<file path="config.mk">
export PLATFORM = sky130hd
export DESIGN_NAME = mem_bit_rmw
export DESIGN_NICKNAME = d
export VERILOG_FILES = /design/src/rtl/mem_bit_rmw.sv
export SDC_FILE = /design/constraint.sdc
export NUM_CORES = 1
export LEC_CHECK = 0
export ABC_AREA = 1
export BUFFER_PORTS_ARGS = -buffer_cell sky130_fd_sc_hd__buf_2
export CAP_MARGIN = 25
export CORE_MARGIN = 5
export CORE_UTILIZATION = 55
export CTS_BUF_LIST = sky130_fd_sc_hd__clkbuf_16
export DETAILED_ROUTE_END_ITERATION = 8
export MAX_ROUTING_LAYER = met4
export PLACE_DENSITY = 0.84
export RECOVER_POWER = 100
export SKIP_LAST_GASP = 1
export SYNTH_ARGS = -nofsm -noshare
export SYNTH_HDL_FRONTEND = slang
export SYNTH_SLANG_ARGS = --single-unit
</file>
<file path="constraint.sdc">
create_clock -name clk -period 2.4 [get_ports clk]
set_input_delay 0.24 -clock clk [delete_from_list [all_inputs] [get_ports clk]]
set_output_delay 0.24 -clock clk [all_outputs]
set_load 0.005 [all_outputs]
</file>
<file path="src/rtl/mem_bit_rmw.sv">
module mem_bit_rmw #(
  parameter int AW    = 32,
  parameter int DISPW = 16,
  parameter int BYTEW = 8,
  localparam int SELW = $clog2(BYTEW)
) (
  input  logic             clk,
  input  logic             rst_n,
  input  logic             start,
  input  logic [1:0]       op,
  input  logic [SELW-1:0]  bit_sel,
  input  logic [AW-1:0]    base,
  input  logic [DISPW-1:0] disp,
  output logic             done,
  output logic             zflag,
  output logic             mem_req,
  output logic             mem_we,
  output logic [AW-1:0]    mem_addr,
  output logic [BYTEW-1:0] mem_wdata,
  input  logic [BYTEW-1:0] mem_rdata,
  input  logic             mem_ack,
  output logic             mem_lock
);

  localparam logic [1:0] OP_SET = 2'b00;
  localparam logic [1:0] OP_INV = 2'b01;
  localparam logic [1:0] OP_CLR = 2'b10;
  localparam logic [1:0] OP_TST = 2'b11;

  typedef enum logic [2:0] {S_IDLE, S_ADDR, S_RD, S_WR, S_DONE} state_t;

  state_t            st;
  logic [1:0]        op_q;
  logic [SELW-1:0]   sel_q;
  logic [AW-1:0]     base_q;
  logic [DISPW-1:0]  disp_q;
  logic [AW-1:0]     ea_q;
  logic [BYTEW-1:0]  wdata_q;
  logic              z_q;
  logic [BYTEW-1:0]  new_byte;

  wire [BYTEW-1:0] mask    = BYTEW'(1) << sel_q;
  wire             old_bit = |(mem_rdata & mask);
  wire [AW-1:0]    disp_x  = {{(AW-DISPW){disp_q[DISPW-1]}}, disp_q};

  always_comb begin
    case (op_q)
      OP_SET:  new_byte = mem_rdata | mask;
      OP_CLR:  new_byte = mem_rdata & ~mask;
      OP_INV:  new_byte = old_bit ? (mem_rdata & ~mask) : (mem_rdata | mask);
      default: new_byte = mem_rdata;
    endcase
  end

  always_ff @(posedge clk or negedge rst_n) begin
    if (!rst_n) begin
      st      <= S_IDLE;
      op_q    <= OP_TST;
      sel_q   <= '0;
      base_q  <= '0;
      disp_q  <= '0;
      ea_q    <= '0;
      wdata_q <= '0;
      z_q     <= 1'b0;
    end else begin
      case (st)
        S_IDLE: if (start) begin
          op_q   <= op;
          sel_q  <= bit_sel;
          base_q <= base;
          disp_q <= disp;
          st     <= S_ADDR;
        end
        S_ADDR: begin
          ea_q <= base_q + disp_x;
          st   <= S_RD;
        end
        S_RD: if (mem_ack) begin
          z_q     <= ~old_bit;
          wdata_q <= new_byte;
          st      <= (op_q == OP_TST) ? S_DONE : S_WR;
        end
        S_WR: if (mem_ack) st <= S_DONE;
        default: st <= S_IDLE;
      endcase
    end
  end

  assign mem_req   = (st == S_RD) || (st == S_WR);
  assign mem_we    = (st == S_WR);
  assign mem_lock  = mem_req;
  assign mem_addr  = ea_q;
  assign mem_wdata = wdata_q;
  assign done      = (st == S_DONE);
  assign zflag     = z_q;

endmodule

</file>
Word level (Yosys, flattened, before mapping) --
Cells that the tools add are included. W data, S select, Z words.
Word-level totals: input port bits 65, register bits 97, output and inout bits 45, word-level logic and storage cells 39
Cells by class: muxes and demuxes 7, shift-type cells 1, reductions and logical operators 7, bitwise gates (word level) 5, eq/ne operators 10, add/subtract/negate cells 1
Operator list (number):
- $add A32 B32 Y32 | 1
- $pmux W8 S3 | 1
- $and A8 B8 Y8 | 2
- $mux W3 | 4
- $pmux W3 S4 | 1
- $mux W8 | 1
- $not A8 Y8 | 1
- $or A8 B8 Y8 | 1
- $reduce_or A8 Y1 | 1
- $shl A1 B3 Y8 const A | 1
- $eq A3 B2 Y1 const B | 2
- $eq A2 B2 Y1 const B | 2
- $ne A2 B2 Y1 const B | 2
- $reduce_and A2 Y1 | 2
- $eq A3 B1 Y1 const B | 1
- $eq A3 B3 Y1 const B | 1
- $logic_not A3 Y1 | 1
- $reduce_and A3 Y1 | 1
- $eq A2 B1 Y1 const B | 1
- $logic_not A2 Y1 | 1
- $ne A2 B1 Y1 const B | 1
- $logic_or A1 B1 Y1 | 1
- $not A1 Y1 | 1

Longest topological paths before layout --
Gate-level depths: netlist of run 1.
word-level depth 5, mapped depth 12, gate-level depth less buffers 12

Worst setup path before layout of run 1 --
No wires, ideal clock.
kind reg-to-reg, from reg disp_q[15], to reg ea_q[28], in the netlist mem_addr[28], stages on the path, launching flop included 10, arrival 1.752 ns, clock period less this slack 1.870 ns, path slack 0.530 ns, data required time 2.283 ns, buffers on the path 0, cell sequence dfrtp_1 > ha_1 > nand2_1 > inv_1 > a21oi_1 > nand2_1 > a21oi_1 > nand3_1 > nand3_1 > nand2_1
Between the ends: longest elaborated chain between the ends 1
Ends and longest elaborated chain:
- from (decl) | line 36 | logic [DISPW-1:0] disp_q;
- from (signal assigned) | line 71 | disp_q <= disp;
- $add A32 B32 Y32 | line 75 | ea_q <= base_q + disp_x;
- to (signal assigned) | line 75
- to (decl) | line 37 | logic [AW-1:0] ea_q;
Every way passes these cells. A chain may end at the register's enable or synchronous reset.

Final worst setup path of run 1 --
from reg base_q[0], to reg ea_q[28], in the netlist mem_addr[28]
Between the ends: longest elaborated chain between the ends 1
Ends and longest elaborated chain:
- from (decl) | line 35 | logic [AW-1:0] base_q;
- from (signal assigned) | line 70 | base_q <= base;
- $add A32 B32 Y32 | line 75
Every way passes these cells.

==> reports/metrics.csv, run 1 <==
metric,value,unit
outcome,"finished, final reports clean",
antenna-diode-count,0,
worst_hold_slack,91.6,ps
setup_violations,0,
cts_tree,yes,
dieWidth,118,microns
power_leakage,4.02,nW
nFillCells,1048,
critical_path.max_fanout,4,
grt_use_total,0.246,
syn-cell-area,6450,sq um
timing_worst_slew_pin_value,1490,ps
finalHoldViolCount,0,
worst-r2r-setup-slack,180,ps
timing.hold.worst_path_depth,2,
final_core_utilization,0.634,
drt-initial-drc-count,370,
grt_antenna_before_repair,0,
route.antenna.remaining_nets,0,
synthesis.area_per_instance,7.52,sq um
gp_congestion,1.03,
multiInputGateArea,3310,sq um
timing.fmax,0.451,GHz
power_density,1730,nW/um^2
cts_inserted_buffers,9,
tritoncts_num_sinks,97,
starting_density_of_the_core,0.562,
route.detailed.wl_per_inst,14.4,microns
timing.clock.skew,9.97,ps
synth_fa_ha_area_frac,0.0633,
synth-compound-area-share,0.0431,
yosys.area_share.simple,0.307,
start_kind,flop,
post-cts-setup-buffers,0,
mapped_nets,954,
worst_skew_pair.late_latency,360,ps
min_period_over_period,0.925,
synth_xor_xnor_area_share,0.0190,
placeableCoreArea,11500,sq um
post_synth_num_cell_types,35,
unrepaired_setup_endpoints_after_global_routing,false,
end_kind,flop,
power,12.6,mW
layout_common_cells,"304 x nand2_1, 128 x inv_1, 94 x dfrtp_1, 83 x buf_2, 66 x nand3_1",
floorplan.die_area,14000,sq um
setup_tns,0,ps
timing.max_slew.rel_slack,0.00677,
vias,5779,
io-pin-count,110,
grt_pass1_vias,5771,
viasPerCell,5.18,
drv_cap,0,
synthMuxAreaShare,0.0972,
sequential_cell_area,2430,sq um
final_cell_count_no_fill,1116,
grt_start_max_net_pins,61,
finalNetCount,1065,
clk_path_buf_depth,2,
ir_worst_vdd,1.02,mV
worstSetupPathType,reg2reg,
flow.area_growth_from_synthesis,12.8,%
layout_commonest_cell,nand2_1,
final_routed_drc_violation_total,0,
post_synth_inst_count,857,
portBuffers,109,
dpl.cell_count,1100,
timing.reg2reg.worst_path_depth,10,
ctsHtreeMaxLevel,3,
std_cell_rows,39,
class_of_the_most_critical_hold_timing_path,in2reg,
grt_first_pass_wirelength,27500,microns
worst-endpoint-arrival,2470,ps
place_hpwl,12400,microns
die_height,118,microns
slew_viol_final,0,
drive_above_1_share,0.162,
grt_remaining_overflow,0,
synth-edff-count,0,
ys_async_rst_share,1.00,
most_used_flip_flop_cell_after_synthesis,dfrtp_1,
synth_seq_cells,97,
cts_root_cell,clkbuf_16,
yosys_warnings,0,
seq_area_frac_synth,0.377,
detail_route.first_pass.iterations,5,
cts.clk_slew.worst_paths,70,ps
combinational_family_with_the_most_area_after_synthesis,simple AND/OR/NAND/NOR gates,
critical_path_required,2650,ps
final_period_minus_worst_setup_slack,2220,ps
finalWirelength,16000,microns
## cell families after synthesis
family | after synthesis
compound gates | 53
simple gates | 461
flops | 97
mux | 49
fa+ha+maj | 32
buf+inv | 151
xor+xnor | 14
## synth_stat cells, drive strengths merged, types with 3 or more instances
master | number | area [sq um]
nor2 | 59 | 262
nand3 | 69 | 373
o21bai | 3 | 22.5
dfrtp | 95 | 2380
a21oi | 22 | 110
nand4 | 7 | 43.8
and2 | 4 | 25.0
nor3 | 12 | 85.1
ha | 31 | 388
nand2 | 307 | 1170
clkbuf | 4 | 15.0
mux2 | 49 | 627
buf | 9 | 68.8
inv | 137 | 514
xnor2 | 14 | 123
o21ai | 25 | 125
## final timing paths
kind | to | start
worst min register to register | mem_addr[19]$_DFFE_PN0P_ | mem_addr[19]$_DFFE_PN0P_
min in group asynchronous | mem_addr[13]$_DFFE_PN0P_ | rst_n
worst min-delay path | disp_q[5]$_DFFE_PN0P_ | disp[5]
worst max register to register | mem_addr[28]$_DFFE_PN0P_ | base_q[0]$_DFFE_PN0P_
max in group asynchronous | sel_q[0]$_DFFE_PN0P_ | rst_n
worst max-delay path | mem_addr[28]$_DFFE_PN0P_ | base_q[0]$_DFFE_PN0P_
## registers in the layout, summed over array words and instances, names as in the netlist
register	cells
mem_wdata	8
op_q	2
disp_q	16
sel_q	3
zflag	1
mem_addr	32
st	3
base_q	32
## critical path, stage by stage, from the launching register on
cell and delay [ps]:
dfrtp_1 380, ha_1 260, fa_1 490, nand3_1 130
nand3_1 220, nand3_1 160, nand3_2 130, nand2_1 130
nand3_1 80, nand3_1 90, nand2_1 50
## layer usage
| metal | track usage | wire (microns) | vias up |
|---|---|---|---|
| li1 | - | - | 2902 |
| met1 | 0.323 | 7230 | 2682 |
| met2 | 0.386 | 7490 | 169 |
| met3 | 0.0454 | 919 | 26 |
| met4 | 0.0803 | 381 | 0 |
| met5 | - | 0 | - |
## cell type report
| cell class | count | share of cell area |
|---|---|---|
| Clock inverter | 7 | 0.00843 |
| Timing Repair Buffer | 113 | 0.0757 |
| Inverter | 138 | 0.0712 |
| Tap cell | 143 | 0.0246 |
| Multi-Input combinational cell | 609 | 0.455 |
| Sequential cell | 97 | 0.334 |
| Clock buffer | 9 | 0.0310 |
## stage by stage
stage          setup WS, ps  area [sq um]
2_1_floorplan           530          6450
3_3_place_gp            131          7160
3_5_place_dp            173          7160
4_1_cts                 168          7440
5_1_grt                49.0          7270
6_report                181          7270
## report_power, final
part / leakage, nW / total (mW) / internal, mW / switching (mW)
registers: 1.16 / 3.10 / 2.50 / 0.597
clock network: 0.148 / 1.42 / 0.798 / 0.626
logic: 2.71 / 8.06 / 2.99 / 5.08
total: 4.02 / 12.6 / 6.29 / 6.30
## repair_timing
item,4_1_cts,5_1_grt
hold buffers,0,0
endpoints found under the setup margin,0,4
gates resized for setup,0,1
Note: power is estimated with default switching activity, not from simulation.
==> run 2: changes to the inputs <==
- CORE_ASPECT_RATIO: unset -> 0.8
==> run 2 against run 1 <==
Against the previous run:
- die area hardly changed
- routed wire length is 0.94% higher
- largest power group unchanged
- cell area is 0.29% higher
- non-clock buffer count is 2 higher
- final cell count is 0.54% higher
- critical path depth stayed put
- power is 0.47% higher
==> reports/metrics.csv, run 2 (synthesized netlist as in run 1, its figures left out) <==
metric,value,unit,change
viasPerCell,5.12,,was 5.18
cts_root_cell,clkbuf_16,,unchanged
worst_hold_slack,104,ps,was 91.6 ps
std_cell_rows,35,,was 39
multiInputGateArea,3310,sq um,unchanged
portBuffers,109,,unchanged
placeableCoreArea,11500,sq um,about the same
final_period_minus_worst_setup_slack,2210,ps,was 2220 ps
grt_use_total,0.249,,was 0.246
end_kind,flop,,unchanged
start_kind,flop,,unchanged
r2r-start,base_q[0]$_DFFE_PN0P_,,unchanged
starting_density_of_the_core,0.560,,was 0.562
grt_remaining_overflow,0,,unchanged
timing_worst_slew_pin_value,1390,ps,was 1490 ps
worst_skew_pair.late_latency,350,ps,was 360 ps
finalNetCount,1067,,was 1065
power,12.6,mW,about the same
nFillCells,1053,,was 1048
gp_congestion,1.01,,was 1.03
power.share.sequential,0.246,,about the same
r2r-end,mem_addr[16]$_DFFE_PN0P_,,was mem_addr[28]$_DFFE_PN0P_
final_core_utilization,0.633,,was 0.634
timing.reg2reg.worst_path_depth,10,,unchanged
outcome,"finished, final reports clean",,unchanged
min_period_over_period,0.922,,was 0.925
setup_tns,0,ps,unchanged
setup_violations,0,,unchanged
io-pin-count,110,,unchanged
dieWidth,131,microns,was 118 microns
cts_inserted_buffers,9,,unchanged
flow.area_growth_from_synthesis,13.1,%,was 12.8%
timing.fmax,0.452,GHz,was 0.451 GHz
place_hpwl,12500,microns,was 12400 microns
least_setup_slack_across_all_paths_after_layout,187,ps,was 181 ps
critical_path.max_fanout,4,,unchanged
layout_common_cells,"301 x nand2_1, 129 x inv_1, 94 x dfrtp_1, 83 x buf_2, 66 x nand3_1",,"was 304 x nand2_1, 128 x inv_1, 94 x dfrtp_1, 83 x buf_2, 66 x nand3_1"
cts_tree,yes,,unchanged
vias,5746,,was 5779
sequential_cell_area,2430,sq um,unchanged
drive_above_1_share,0.164,,was 0.162
worst-endpoint-arrival,2450,ps,was 2470 ps
power_switching,6.35,mW,was 6.30 mW
critical_path_required,2640,ps,was 2650 ps
worst-r2r-setup-slack,190,ps,was 180 ps
worstSetupStartpoint,base_q[0]$_DFFE_PN0P_,,unchanged
final_routed_drc_violation_total,0,,unchanged
timing.max_slew.rel_slack,0.0734,,was 0.00677
route.detailed.wl_per_inst,14.4,microns,about the same
ctsHtreeMaxLevel,3,,unchanged
worstSetupPathType,reg2reg,,unchanged
timing.clock.skew,8.54,ps,was 9.97 ps
unrepaired_setup_endpoints_after_global_routing,false,,unchanged
switching_share,0.502,,was 0.500
power_density,1730,nW/um^2,about the same
slew_viol_final,0,,unchanged
finalHoldViolCount,0,,unchanged
clkPwrFrac,0.112,,was 0.113
p_int,6.30,mW,was 6.29 mW
grt_antenna_before_repair,0,,unchanged
setup.worst_path.end,mem_addr[16]$_DFFE_PN0P_,,was mem_addr[28]$_DFFE_PN0P_
class_of_the_most_critical_hold_timing_path,in2reg,,unchanged
share_comb_of_total_power,0.643,,was 0.641
grt_first_pass_wirelength,26900,microns,was 27500 microns
power_leakage,4.02,nW,about the same
floorplan.die_area,14000,sq um,about the same
worst_slack_at_placement,120,ps,was 173 ps
post-cts-setup-buffers,0,,unchanged
drt-initial-drc-count,311,,was 370
detail_route.first_pass.iterations,4,,was 5
route.antenna.remaining_nets,0,,unchanged
clk_path_buf_depth,2,,unchanged
grt_pass1_vias,5544,,was 5771
ir_worst_vdd,0.860,mV,was 1.02 mV
tritoncts_num_sinks,97,,unchanged
finalWirelength,16200,microns,was 16000 microns
grt_start_max_net_pins,55,,was 61
cts.clk_slew.worst_paths,70,ps,about the same
die_height,107,microns,was 118 microns
antenna-diode-count,0,,unchanged
drv_cap,0,,unchanged
layout_commonest_cell,nand2_1,,unchanged
## run 2: cell count changes in the layout (fill, tap and decap cells not counted), sizes merged
cell	change
dlygate4sd3	+1
buf	+1
clkinv	-3
clkinvlp	+3
inv	-1
## run 2: what timing repair did
action / in CTS / in global routing
endpoints found under the hold margin: 41 / 0
gates resized for setup: 0 / 1
setup endpoints to repair: 0 / 3
hold buffers: 1 / 0
## run 2: through the flow
| stage | instance area, sq um | instances |
|---|---|---|
| 2_1_floorplan | 6450 | 857 |
| 3_3_place_gp | 7170 | 1106 |
| 3_5_place_dp | 7170 | 1106 |
| 4_1_cts | 7470 | 1122 |
| 5_1_grt | 7290 | 1122 |
| 6_report | 7290 | 1122 |
## run 2: worst min-delay path by stage
stage | from | endpoint | slack, ps | cells after the start
6_report | disp[11] | disp_q[11]$_DFFE_PN0P_ | 100 | 2
5_1_grt | disp[13] | disp_q[13]$_DFFE_PN0P_ | 100 | 2
4_1_cts | base[0] | base_q[0]$_DFFE_PN0P_ | 100 | 2
3_5_place_dp | rst_n | base_q[14]$_DFFE_PN0P_ | 280 | 1
3_3_place_gp | rst_n | base_q[14]$_DFFE_PN0P_ | 270 | 1
2_1_floorplan | rst_n | base_q[0]$_DFFE_PN0P_ | -60 | 0
## run 2: layer usage
layer  GRT usage  share of wire
met1       0.360           0.49
met2       0.364           0.43
met3      0.0503          0.066
met4      0.0565          0.013
met5           -              0
## run 2: final cells by class
| class | count | area share |
|---|---|---|
| inverters | 138 | 0.0710 |
| repair buffers | 115 | 0.0775 |
| multi-input cells | 609 | 0.453 |
| clock buffers | 9 | 0.0309 |
| clock inverters | 6 | 0.00841 |
| flip-flops and latches | 97 | 0.333 |
| well taps | 148 | 0.0254 |
## run 2: power by group through the flow
stage               Clock [mW]  Combinational [mW]  Sequential, mW
finish                    1.41                8.13            3.11
global placement             0                8.20            3.11
global route              1.50                9.22            3.22
detailed placement           0                8.34            3.13
CTS                       1.43                8.44            3.11
floorplan                    0                6.25            3.00
## run 2: critical path, cell delays in order (launching register included)
cell	delay, ps
dfrtp_1	390
ha_1	260
fa_1	480
nand3_1	120
nand3_1	200
nand3_1	150
nand3_2	120
nand3_1	140
nand3_1	80
nand3_1	90
nand2_1	50
==> run 3: changes to the inputs <==
--- a/config.mk
+++ b/config.mk
@@ -11,5 +11,5 @@
 export CORE_ASPECT_RATIO = 0.8
 export CORE_MARGIN = 5
-export CORE_UTILIZATION = 55
+export CORE_UTILIZATION = 52
 export CTS_BUF_LIST = sky130_fd_sc_hd__clkbuf_16
 export DETAILED_ROUTE_END_ITERATION = 8
==> constraint.sdc (replaced) <==
create_clock -name clk -period 2 [get_ports clk]
set_input_delay 0.2 -clock clk [delete_from_list [all_inputs] [get_ports clk]]
set_output_delay 0.2 -clock clk [all_outputs]
set_load 0.05 [all_outputs]
==> run 3 against run 2 <==
Against the previous run:
- die area rose by 5.3%
- critical path depth rose by 3
- non-clock buffer count rose by 31
- via count rose by 3.8%
- first-iteration DRC count rose by 5.1%
- count of clock-buffer cells in the layout did not move
- core utilization rose by 4.2 points
- sequential share of layout area fell by 3.7 points
- hold slack got worse by 46 ps
- cell area rose by 13%
- flip-flop and latch count did not move
==> reports/metrics.csv, run 3 (synthesized netlist as in run 1, its figures left out) <==
metric,value,unit,change
final_routed_drc_violation_total,0,,unchanged
detail_route.first_pass.iterations,5,,was 4
timing.max_slew.rel_slack,0.489,,was 0.0734
outcome,"finished, final reports clean",,unchanged
cpLargestDelayFamily,simple AND/OR/NAND/NOR gates,,unchanged
route.detailed.wl_per_inst,14.7,microns,was 14.4 microns
timing.critical_path.cells,buf_12 -> buf_4 -> buf_6 -> ha_4 -> nand2_4 -> nor2_2 -> nand2_1 -> nor2_1 -> nand2_1 -> nand2_1 -> nand2_1 -> nand3_1 -> nand2_1,,was ha_1 -> fa_1 -> nand3_1 -> nand3_1 -> nand3_1 -> nand3_2 -> nand3_1 -> nand3_1 -> nand3_1 -> nand2_1
drt-initial-drc-count,327,,was 311
dpl-instance-area,7380,sq um,was 7170 sq um
critical_path.most_common_cell,nand2_1,,was nand3_1
layout_common_cells,"277 x nand2_1, 122 x inv_1, 94 x dfrtp_1, 67 x buf_2, 59 x nand3_1",,"was 301 x nand2_1, 129 x inv_1, 94 x dfrtp_1, 83 x buf_2, 66 x nand3_1"
slew_viol_final,0,,unchanged
starting_density_of_the_core,0.530,,was 0.560
min_period_over_period,0.970,,was 0.922
final_period_minus_worst_setup_slack,1940,ps,was 2210 ps
sequential_cell_area,2430,sq um,unchanged
vias,5967,,was 5746
finalNetCount,1098,,was 1067
setup_violations,0,,unchanged
die_height,110,microns,was 107 microns
finalHoldViolCount,0,,unchanged
worst_hold_slack,58.0,ps,was 104 ps
start_kind,flop,,unchanged
place_hpwl,12700,microns,was 12500 microns
drv_cap,0,,unchanged
cts_root_cell,clkbuf_16,,unchanged
placeableCoreArea,12200,sq um,was 11500 sq um
grt_start_max_net_pins,46,,was 55
timing_worst_slew_pin_value,766,ps,was 1390 ps
viasPerCell,5.15,,was 5.12
fin_area,8220,sq um,was 7290 sq um
grt_remaining_overflow,0,,unchanged
grt_antenna_before_repair,0,,unchanged
io-pin-count,110,,unchanged
route.antenna.remaining_nets,0,,unchanged
grt_first_pass_wirelength,26600,microns,was 26900 microns
timing.fmax,0.515,GHz,was 0.452 GHz
cts_tree,yes,,unchanged
cts.clk_slew.worst_paths,70,ps,about the same
end_kind,flop,,unchanged
slowest_delay,450,ps,was 480 ps
worst_skew_pair.late_latency,360,ps,was 350 ps
drive_above_1_share,0.280,,was 0.164
clk_path_buf_depth,2,,unchanged
slowest_stage,dfrtp_2,,was fa_1
layout_commonest_cell,nand2_1,,unchanged
portBuffers,109,,unchanged
floorplan.die_area,14700,sq um,was 14000 sq um
std_cell_rows,36,,was 35
critical_path.max_fanout,7,,was 4
worstSetupPathType,reg2reg,,unchanged
dieWidth,134,microns,was 131 microns
ctsHtreeMaxLevel,3,,unchanged
timing.clock.skew,15.1,ps,was 8.54 ps
nFillCells,1053,,unchanged
worst-endpoint-arrival,2180,ps,was 2450 ps
multiInputGateArea,3950,sq um,was 3310 sq um
grt_pass1_vias,5534,,was 5544
cts_inserted_buffers,9,,unchanged
gp_congestion,0.966,,was 1.01
antenna-diode-count,0,,unchanged
unrepaired_setup_endpoints_after_global_routing,true,,was false
flow.area_growth_from_synthesis,27.4,%,was 13.1%
tritoncts_num_sinks,97,,unchanged
worstSetupStartpoint,disp_q[15]$_DFFE_PN0P_,,was base_q[0]$_DFFE_PN0P_
critical_path_required,2240,ps,was 2640 ps
finalWirelength,17100,microns,was 16200 microns
setup_tns,0,ps,unchanged
r2r-start,disp_q[15]$_DFFE_PN0P_,,was base_q[0]$_DFFE_PN0P_
cp_num_buf_inv,3,,was 0
grt_use_total,0.231,,was 0.249
timing.hold.worst.start,base[1],,was disp[11]
class_of_the_most_critical_hold_timing_path,in2reg,,unchanged
## run 3: through the flow
step / setup slack, ps / utilization / instances
6_report: 59.0 / 0.676 / 1158
4_1_cts: -25.6 / 0.633 / 1151
5_1_grt: -73.7 / 0.676 / 1158
2_1_floorplan: 130 / - / 857
3_3_place_gp: -96.1 / 0.607 / 1134
3_5_place_dp: -91.4 / 0.607 / 1134
## run 3: timing repair
item	4_1_cts	5_1_grt
hold endpoints to repair	23	0
pin swaps	0	24
hold buffers	1	0
resized for setup	2	103
setup endpoints to repair	5	19
buffers inserted	0	7
cloned	0	1
## run 3: routing by layer
metal,vias up,wire length [microns],global-route usage
met3,20,816,0.0366
met5,-,0,-
met2,158,7850,0.354
li1,2975,-,-
met1,2814,8210,0.327
met4,0,187,0.0516
## run 3: path summary, 6_finish.rpt
check	end	slack, ps	depth (start not counted)
hold / removal	base_q[1]$_DFFE_PN0P_	60	2
max in group asynchronous	disp_q[15]$_DFFE_PN0P_	430	3
min in group asynchronous	base_q[12]$_DFFE_PN0P_	440	2
setup / recovery	mem_addr[31]$_DFFE_PN0P_	60	13
setup reg to reg	mem_addr[31]$_DFFE_PN0P_	60	13
hold reg to reg	mem_addr[29]$_DFFE_PN0P_	480	2
## run 3: area by class of cell
cell class                 instances  area share
clock buffer                       9      0.0274
clock inverter                     7     0.00929
inverter                         138      0.0631
multi-input combinational        609       0.481
sequential                        97       0.296
tap                              152      0.0231
timing repair buffer             146       0.101
Power of run 3 is not shown: default switching activity piles up to over one toggle a cycle in this logic, so the estimate is an artifact.
